[src/rtl/dec_split_pkg.sv]
package dec_split_pkg;
  parameter int unsigned LO_MOD = 2;
  parameter int unsigned HI_MOD = 5;
  localparam int unsigned LO_W = (LO_MOD > 1) ? $clog2(LO_MOD) : 1;
  localparam int unsigned HI_W = (HI_MOD > 1) ? $clog2(HI_MOD) : 1;
  localparam int unsigned OUT_W = LO_W + HI_W;

  typedef struct packed {
    logic load;
    logic clear;
    logic step_lo;
    logic step_hi;
  } stage_ctl_t;
endpackage

[src/rtl/dec_split_ctrl.sv]
module dec_split_ctrl #(
  parameter int unsigned LO_W = 1,
  parameter int unsigned LO_MOD = 2
) (
  input  logic                    en_lo,
  input  logic                    en_hi,
  input  logic                    chain,
  input  logic                    clr_a,
  input  logic                    clr_b,
  input  logic                    set9_a,
  input  logic                    set9_b,
  input  logic [LO_W-1:0]         q_lo,
  output dec_split_pkg::stage_ctl_t ctl
);
  localparam logic [LO_W-1:0] LO_LAST = LO_W'(LO_MOD - 1);

  logic lo_wraps;

  always_comb begin
    lo_wraps     = en_lo && (q_lo == LO_LAST);
    ctl.load     = set9_a && set9_b;
    ctl.clear    = clr_a && clr_b && !(set9_a && set9_b);
    ctl.step_lo  = en_lo;
    ctl.step_hi  = chain ? lo_wraps : en_hi;
  end
endmodule

[src/rtl/dec_split_stage.sv]
module dec_split_stage #(
  parameter int unsigned W = 3,
  parameter int unsigned MOD = 5,
  parameter int unsigned LOAD_VAL = 4
) (
  input  logic         clk,
  input  logic         rst,
  input  logic         load,
  input  logic         clear,
  input  logic         step,
  output logic [W-1:0] q
);
  localparam logic [W-1:0] LAST = W'(MOD - 1);
  localparam logic [W-1:0] PRESET = W'(LOAD_VAL);

  logic [W-1:0] nxt;

  generate
    if (MOD == (1 << W)) begin : g_pow2
      always_comb nxt = q + W'(1);
    end else begin : g_wrap
      always_comb nxt = (q == LAST) ? '0 : q + W'(1);
    end
  endgenerate

  always_ff @(posedge clk) begin
    if (rst)        q <= '0;
    else if (load)  q <= PRESET;
    else if (clear) q <= '0;
    else if (step)  q <= nxt;
  end
endmodule

[src/rtl/dec_split_counter.sv]
module dec_split_counter
  import dec_split_pkg::*;
(
  input  logic            clk,
  input  logic            rst,
  input  logic            en_lo,
  input  logic            en_hi,
  input  logic            chain,
  input  logic            clr_a,
  input  logic            clr_b,
  input  logic            set9_a,
  input  logic            set9_b,
  output logic [LO_W-1:0] q_lo,
  output logic [HI_W-1:0] q_hi,
  output logic [OUT_W-1:0] bcd
);
  // nine = 4'b1001 : low stage 1, high stage (nine >> 1) = 4
  localparam int unsigned NINE = 9;
  localparam int unsigned LO_NINE = NINE % LO_MOD;
  localparam int unsigned HI_NINE = NINE / LO_MOD;

  stage_ctl_t ctl;

  dec_split_ctrl #(.LO_W(LO_W), .LO_MOD(LO_MOD)) i_ctrl (
    .en_lo(en_lo), .en_hi(en_hi), .chain(chain),
    .clr_a(clr_a), .clr_b(clr_b), .set9_a(set9_a), .set9_b(set9_b),
    .q_lo(q_lo), .ctl(ctl)
  );

  dec_split_stage #(.W(LO_W), .MOD(LO_MOD), .LOAD_VAL(LO_NINE)) i_lo (
    .clk(clk), .rst(rst), .load(ctl.load), .clear(ctl.clear),
    .step(ctl.step_lo), .q(q_lo)
  );

  dec_split_stage #(.W(HI_W), .MOD(HI_MOD), .LOAD_VAL(HI_NINE)) i_hi (
    .clk(clk), .rst(rst), .load(ctl.load), .clear(ctl.clear),
    .step(ctl.step_hi), .q(q_hi)
  );

  assign bcd = {q_hi, q_lo};
endmodule

[config.mk]
export PLATFORM = sky130hd
export DESIGN_NAME = dec_split_counter
export DESIGN_NICKNAME = d
export VERILOG_FILES = /design/src/rtl/dec_split_pkg.sv /design/src/rtl/dec_split_ctrl.sv /design/src/rtl/dec_split_stage.sv /design/src/rtl/dec_split_counter.sv
export SDC_FILE = /design/constraint.sdc
export NUM_CORES = 1
export LEC_CHECK = 0
export ABC_AREA = 0
export BUFFER_PORTS_ARGS = -buffer_cell sky130_fd_sc_hd__buf_2
export CAP_MARGIN = 10
export CORE_AREA = 2 2 39 41
export CTS_BUF_LIST = sky130_fd_sc_hd__clkbuf_4
export CTS_CLUSTER_SIZE = 8
export DETAILED_ROUTE_END_ITERATION = 16
export DIE_AREA = 0 0 41 43
export HOLD_SLACK_MARGIN = 0.06
export SYNTH_ARGS = -nofsm -noshare
export SYNTH_HDL_FRONTEND = slang
export SYNTH_SLANG_ARGS = --single-unit
[constraint.sdc]
create_clock -name clk -period 1.04 [get_ports clk]
set_input_delay 0.104 -clock clk [delete_from_list [all_inputs] [get_ports clk]]
set_output_delay 0.104 -clock clk [all_outputs]
set_load 0.01 [all_outputs]
## Yosys cells after proc, flatten, opt, wreduce, memory -nomap -nowiden

Cells that the tools add are included.

| storage, ports and cells | value |
|---|---|
| flip-flop bits (word level) | 4 |
| input bits | 9 |
| output and inout port bits | 8 |
| word-level logic and storage cells | 22 |

| cells by class | value |
|---|---|
| add/sub/neg operators | 2 |
| eq/ne operators | 1 |
| muxes and demuxes | 8 |
| reductions and logical operators | 8 |

Operators with widths:

| operator | number |
|---|---|
| $mux 3 | 4 |
| $reduce_bool 3->1 | 2 |
| $logic_and 1x1->1 | 4 |
| $mux 1 | 4 |
| $add 3x1->3 const B | 1 |
| $eq 3x3->1 const B | 1 |
| $reduce_or 3->1 | 1 |
| $add 1x1->1 const B | 1 |
| $logic_not 1->1 | 1 |

## Longest topological paths before layout

| depth | value |
|---|---|
| word-level depth | 5 |
| gate-level depth with buffers | 5 |
| gate-level depth less buffers | 5 |

## By module

Synthesis repeated with hierarchy kept, for this count alone.

| second synthesis, totals | value |
|---|---|
| cell total of the unflattened synthesis | 32 |
| area total of the unflattened synthesis | 281.5 µm² |

By module, submodules not included:

| module | times used | cells an instance | area an instance (µm²) | seq. area each (µm²) |
|---|---|---|---|---|
| dec_split_stage at i_hi | 1 | 17 | 163.9 | 60.1 |
| dec_split_stage at i_lo | 1 | 4 | 47.5 | 20.0 |
| dec_split_ctrl | 1 | 7 | 40.0 | 0.0 |
| dec_split_counter | 1 | 4 | 30.0 | 0.0 |

## Worst setup path after synthesis

Ideal clock, no wire load.

| timing | value |
|---|---|
| path type | register -> register |
| start point | register i_hi.q[0] |
| end point | register i_hi.q[2] |
| library setup time | 0.079 ns |
| arrival | 1.073 ns |
| data required time | 0.961 ns |
| slack | -0.112 ns |
| cell stages (with the launch flop) | 6 |
| path buffers | 0 |
| clock period less this slack | 1.152 ns |
| cell sequence | dfxtp_1 > inv_1 > ha_1 > nor3b_1 > o221ai_1 > o211ai_1 |

| between the ends | value |
|---|---|
| cells in the longest elaborated chain, start to end | 5 |
| elaborated cells on any way between the ends | 6 |
| classes of those cells | add/sub (1); eq/ne (1); mux (4) |

RTL lines:

| what | line | RTL |
|---|---|---|
| start, declared | dec_split_stage.sv:11 | `output logic [W-1:0] q` |
| start signal, assigned | dec_split_stage.sv:30 | `else if (step) q <= nxt;` |
| $add 3x1->3 or $eq 3x3->1 (tied branches) | dec_split_stage.sv:22 | `always_comb nxt = (q == LAST) ? '0 : q + W'(1);` |
| $mux 3 * | dec_split_stage.sv:22 |  |
| $mux 3 * | dec_split_stage.sv:30 |  |
| $mux 3 * | dec_split_stage.sv:29 | `else if (clear) q <= '0;` |
| $mux 3 * | dec_split_stage.sv:28 | `else if (load) q <= PRESET;` |

Every way passes the cells marked *; elsewhere a longest branch is shown, timed or not. The select of a mux whose other input is x is not followed.
A chain may end at the register's enable or synchronous reset.

## Worst setup path after layout

Ends and elaborated chain as after synthesis.

==> reports/results.txt <==
Slew @ Worst Pin: 0.226 ns
Hold Path Class: primary input to flop
type of origin of the critical path: flop
Final Wtd Congestion: 0.772
PortBufs: 16
Die W: 41 µm
P_int: 383 µW
failing checks: negative setup slack
CTS H-tree depth: 1
Iter 0 DRT Violations: 7
Final Slew Violations: 0
Boundary Pins: 17
clk_skew: 0.00601 ns
routed via count: 301
Final Non-Filler Cells: 71
initial antenna violation count: 0
first-pass GRT wire length: 986 µm
max-capacitance violation count: 0
Initial Util: 20.0%
final instance area: 424 µm²
die area: 1760 µm²
DP HPWL: 503 µm
Clock Path Buffers: 2
Syn Area/Cell: 7.90 µm²
status: finished with violations
WP data required: 1.14 ns
endpoints failing setup: 1
vias in the first global route: 275
Sink Count: 4
antenna cell count: 0
setup_tns: -0.0200 ns
post-route antenna net violation count: 0
row cnt: 14
Ys Warns: 0
clk slew on worst S/H paths: 0.04 ns
most frequent cells in the layout: 16 x buf_2, 5 x a21oi_1, 4 x nand2_1, 4 x clkbuf_4
Final WS setup: -0.0200 ns
gr usage total: 8.53%
Comb pwr share: 19.3%
CP max FO: 4
fmax: 943 MHz
footprint of the multi-input gates: 169 µm²
Seq cells post-synth: 4
Overflow after GRT: 0
CTS root buffer: clkbuf_4
Period minus WS final: 1.06 ns
largest net degree at the start of global routing: 6
worst vdd ir: 0.441 mV
register area: 85.1 µm²
Final Cycle Share: 102%
vias per cell: 4.24
Crit Path Class: flop to flop
Sw Pwr: 123 µW
nets@finish: 67
Die Y: 43 µm
placed cells: 66
Design Power: 506 µW
Arr. time, crit path: 1.16 ns
total CTS buffers: 3
TritonRoute pass-1 iters: 3
relative slew slack: 85.0%
DRC: 0
commonest non-fill, non-tap cell in the layout: buf_2
Area growth syn-to-layout: 53.4%
post-CTS setup buffers: 0
CTS tree: yes
Cell Area, Placed: 379 µm²
fill count: 153
Pleak: 0.201 nW
part of the power in registers: 33.9%
endpoints failing hold: 0
Core Footprint: 1380 µm²
layout cells sized above 1: 52.7%
Clk Latency, worst-skew pair: 0.24 ns
Setup crit end kind: flop
WL final: 596 µm
PwrDens: 1190 nW/µm²
Mapped Nets: 46
post-synth cell types: 16
sequential-to-total area share from yosys stat: 29.0%
routed len/inst: 8.39 µm
RSZ-0062 raised after global routing: true
Sw Share: 24.4%
Synth Instances: 35
cell area after synthesis: 277 µm²
part of the power in the clock network: 46.8%
through the flow:
stage	util [%]	worst slack, ns	hold slack, ns
after floorplan	-	0.0115	0.173
after global placement	27.4	-0.0130	0.295
after detailed placement	27.4	-0.0210	0.300
after CTS	30.7	-0.00693	0.112
after global routing	30.7	-0.0550	0.123
final	30.7	-0.0200	0.122
cell usage after synthesis, drive strengths merged:
cell / count / area (µm²)
nor2b: 2 / 12.5
nand4: 1 / 6.26
xor2: 1 / 8.76
o211ai: 1 / 7.51
nand3: 3 / 15.0
o21ai: 2 / 10.0
a21oi: 5 / 25.0
buf: 4 / 30.0
inv: 2 / 7.51
dfxtp: 4 / 80.1
nand2: 4 / 15.0
nand2b: 1 / 6.26
and3: 1 / 11.3
nor3b: 1 / 7.51
ha: 2 / 25.0
o221ai: 1 / 8.76
power by group through the flow:
stage | sequential (mW) | clock, mW | combinational (mW)
2_1_floorplan | 0.180 | 0 | 0.0514
6_report | 0.172 | 0.237 | 0.0978
5_1_grt | 0.173 | 0.267 | 0.109
3_5_place_dp | 0.174 | 0 | 0.0945
4_1_cts | 0.172 | 0.249 | 0.0989
3_3_place_gp | 0.174 | 0 | 0.0937
worst paths after layout:
| path | endpoint | cells past startpoint | slack, ns | start |
|---|---|---|---|---|
| worst max-delay path | i_hi.q[2]$_SDFFE_PP0P_ | 4 | -0.02 | i_hi.q[0]$_SDFFE_PP0P_ |
| worst min-delay path | i_hi.q[2]$_SDFFE_PP0P_ | 2 | 0.12 | rst |
| worst max register to register | i_hi.q[2]$_SDFFE_PP0P_ | 4 | -0.02 | i_hi.q[0]$_SDFFE_PP0P_ |
| worst min register to register | i_hi.q[0]$_SDFFE_PP0P_ | 3 | 0.56 | i_hi.q[0]$_SDFFE_PP0P_ |
registers in the layout, indices dropped and copies added, names as in the netlist:
name / count
i_hi.q: 3
i_lo.q: 1
routing by layer:
metal / share of wire [%] / global-route usage (%)
met1: 44 / 9.00
met2: 50 / 12.2
met3: 5.4 / 3.14
met4: 0 / 8.00
met5: 0 / 0
area by class of cell:
| type | count | share of cell area (%) |
|---|---|---|
| multi-input cells | 25 | 39.8 |
| clock buffers | 4 | 7.08 |
| inverters | 2 | 1.77 |
| well taps | 16 | 4.72 |
| flip-flops and latches | 4 | 20.1 |
| repair buffers | 20 | 26.5 |
cell families after synthesis:
kind of cell / count (synthesis) / synth area share, %
and+or+nand+nor: 13 / 26.7
AOI/OAI and AO/OA: 9 / 18.6
buffers and inverters: 6 / 13.6
adders and majority gates: 2 / 9.05
DFF: 4 / 29.0
xor gates and xnor gates: 1 / 3.17
critical path, cell delays in order (launching register included):
cell	delay, ns
dfxtp_4	0.34
ha_2	0.19
nor2b_1	0.13
o221ai_1	0.16
o211ai_1	0.11
timing repair:
| action | in CTS | in global routing |
|---|---|---|
| resized for setup | 1 | 0 |
| hold buffers | 1 | 0 |
| pin swaps | 4 | 2 |
| endpoints found under the hold margin | 1 | 0 |
| setup endpoints to repair | 1 | 2 |
(Power assumes the default switching activity.)
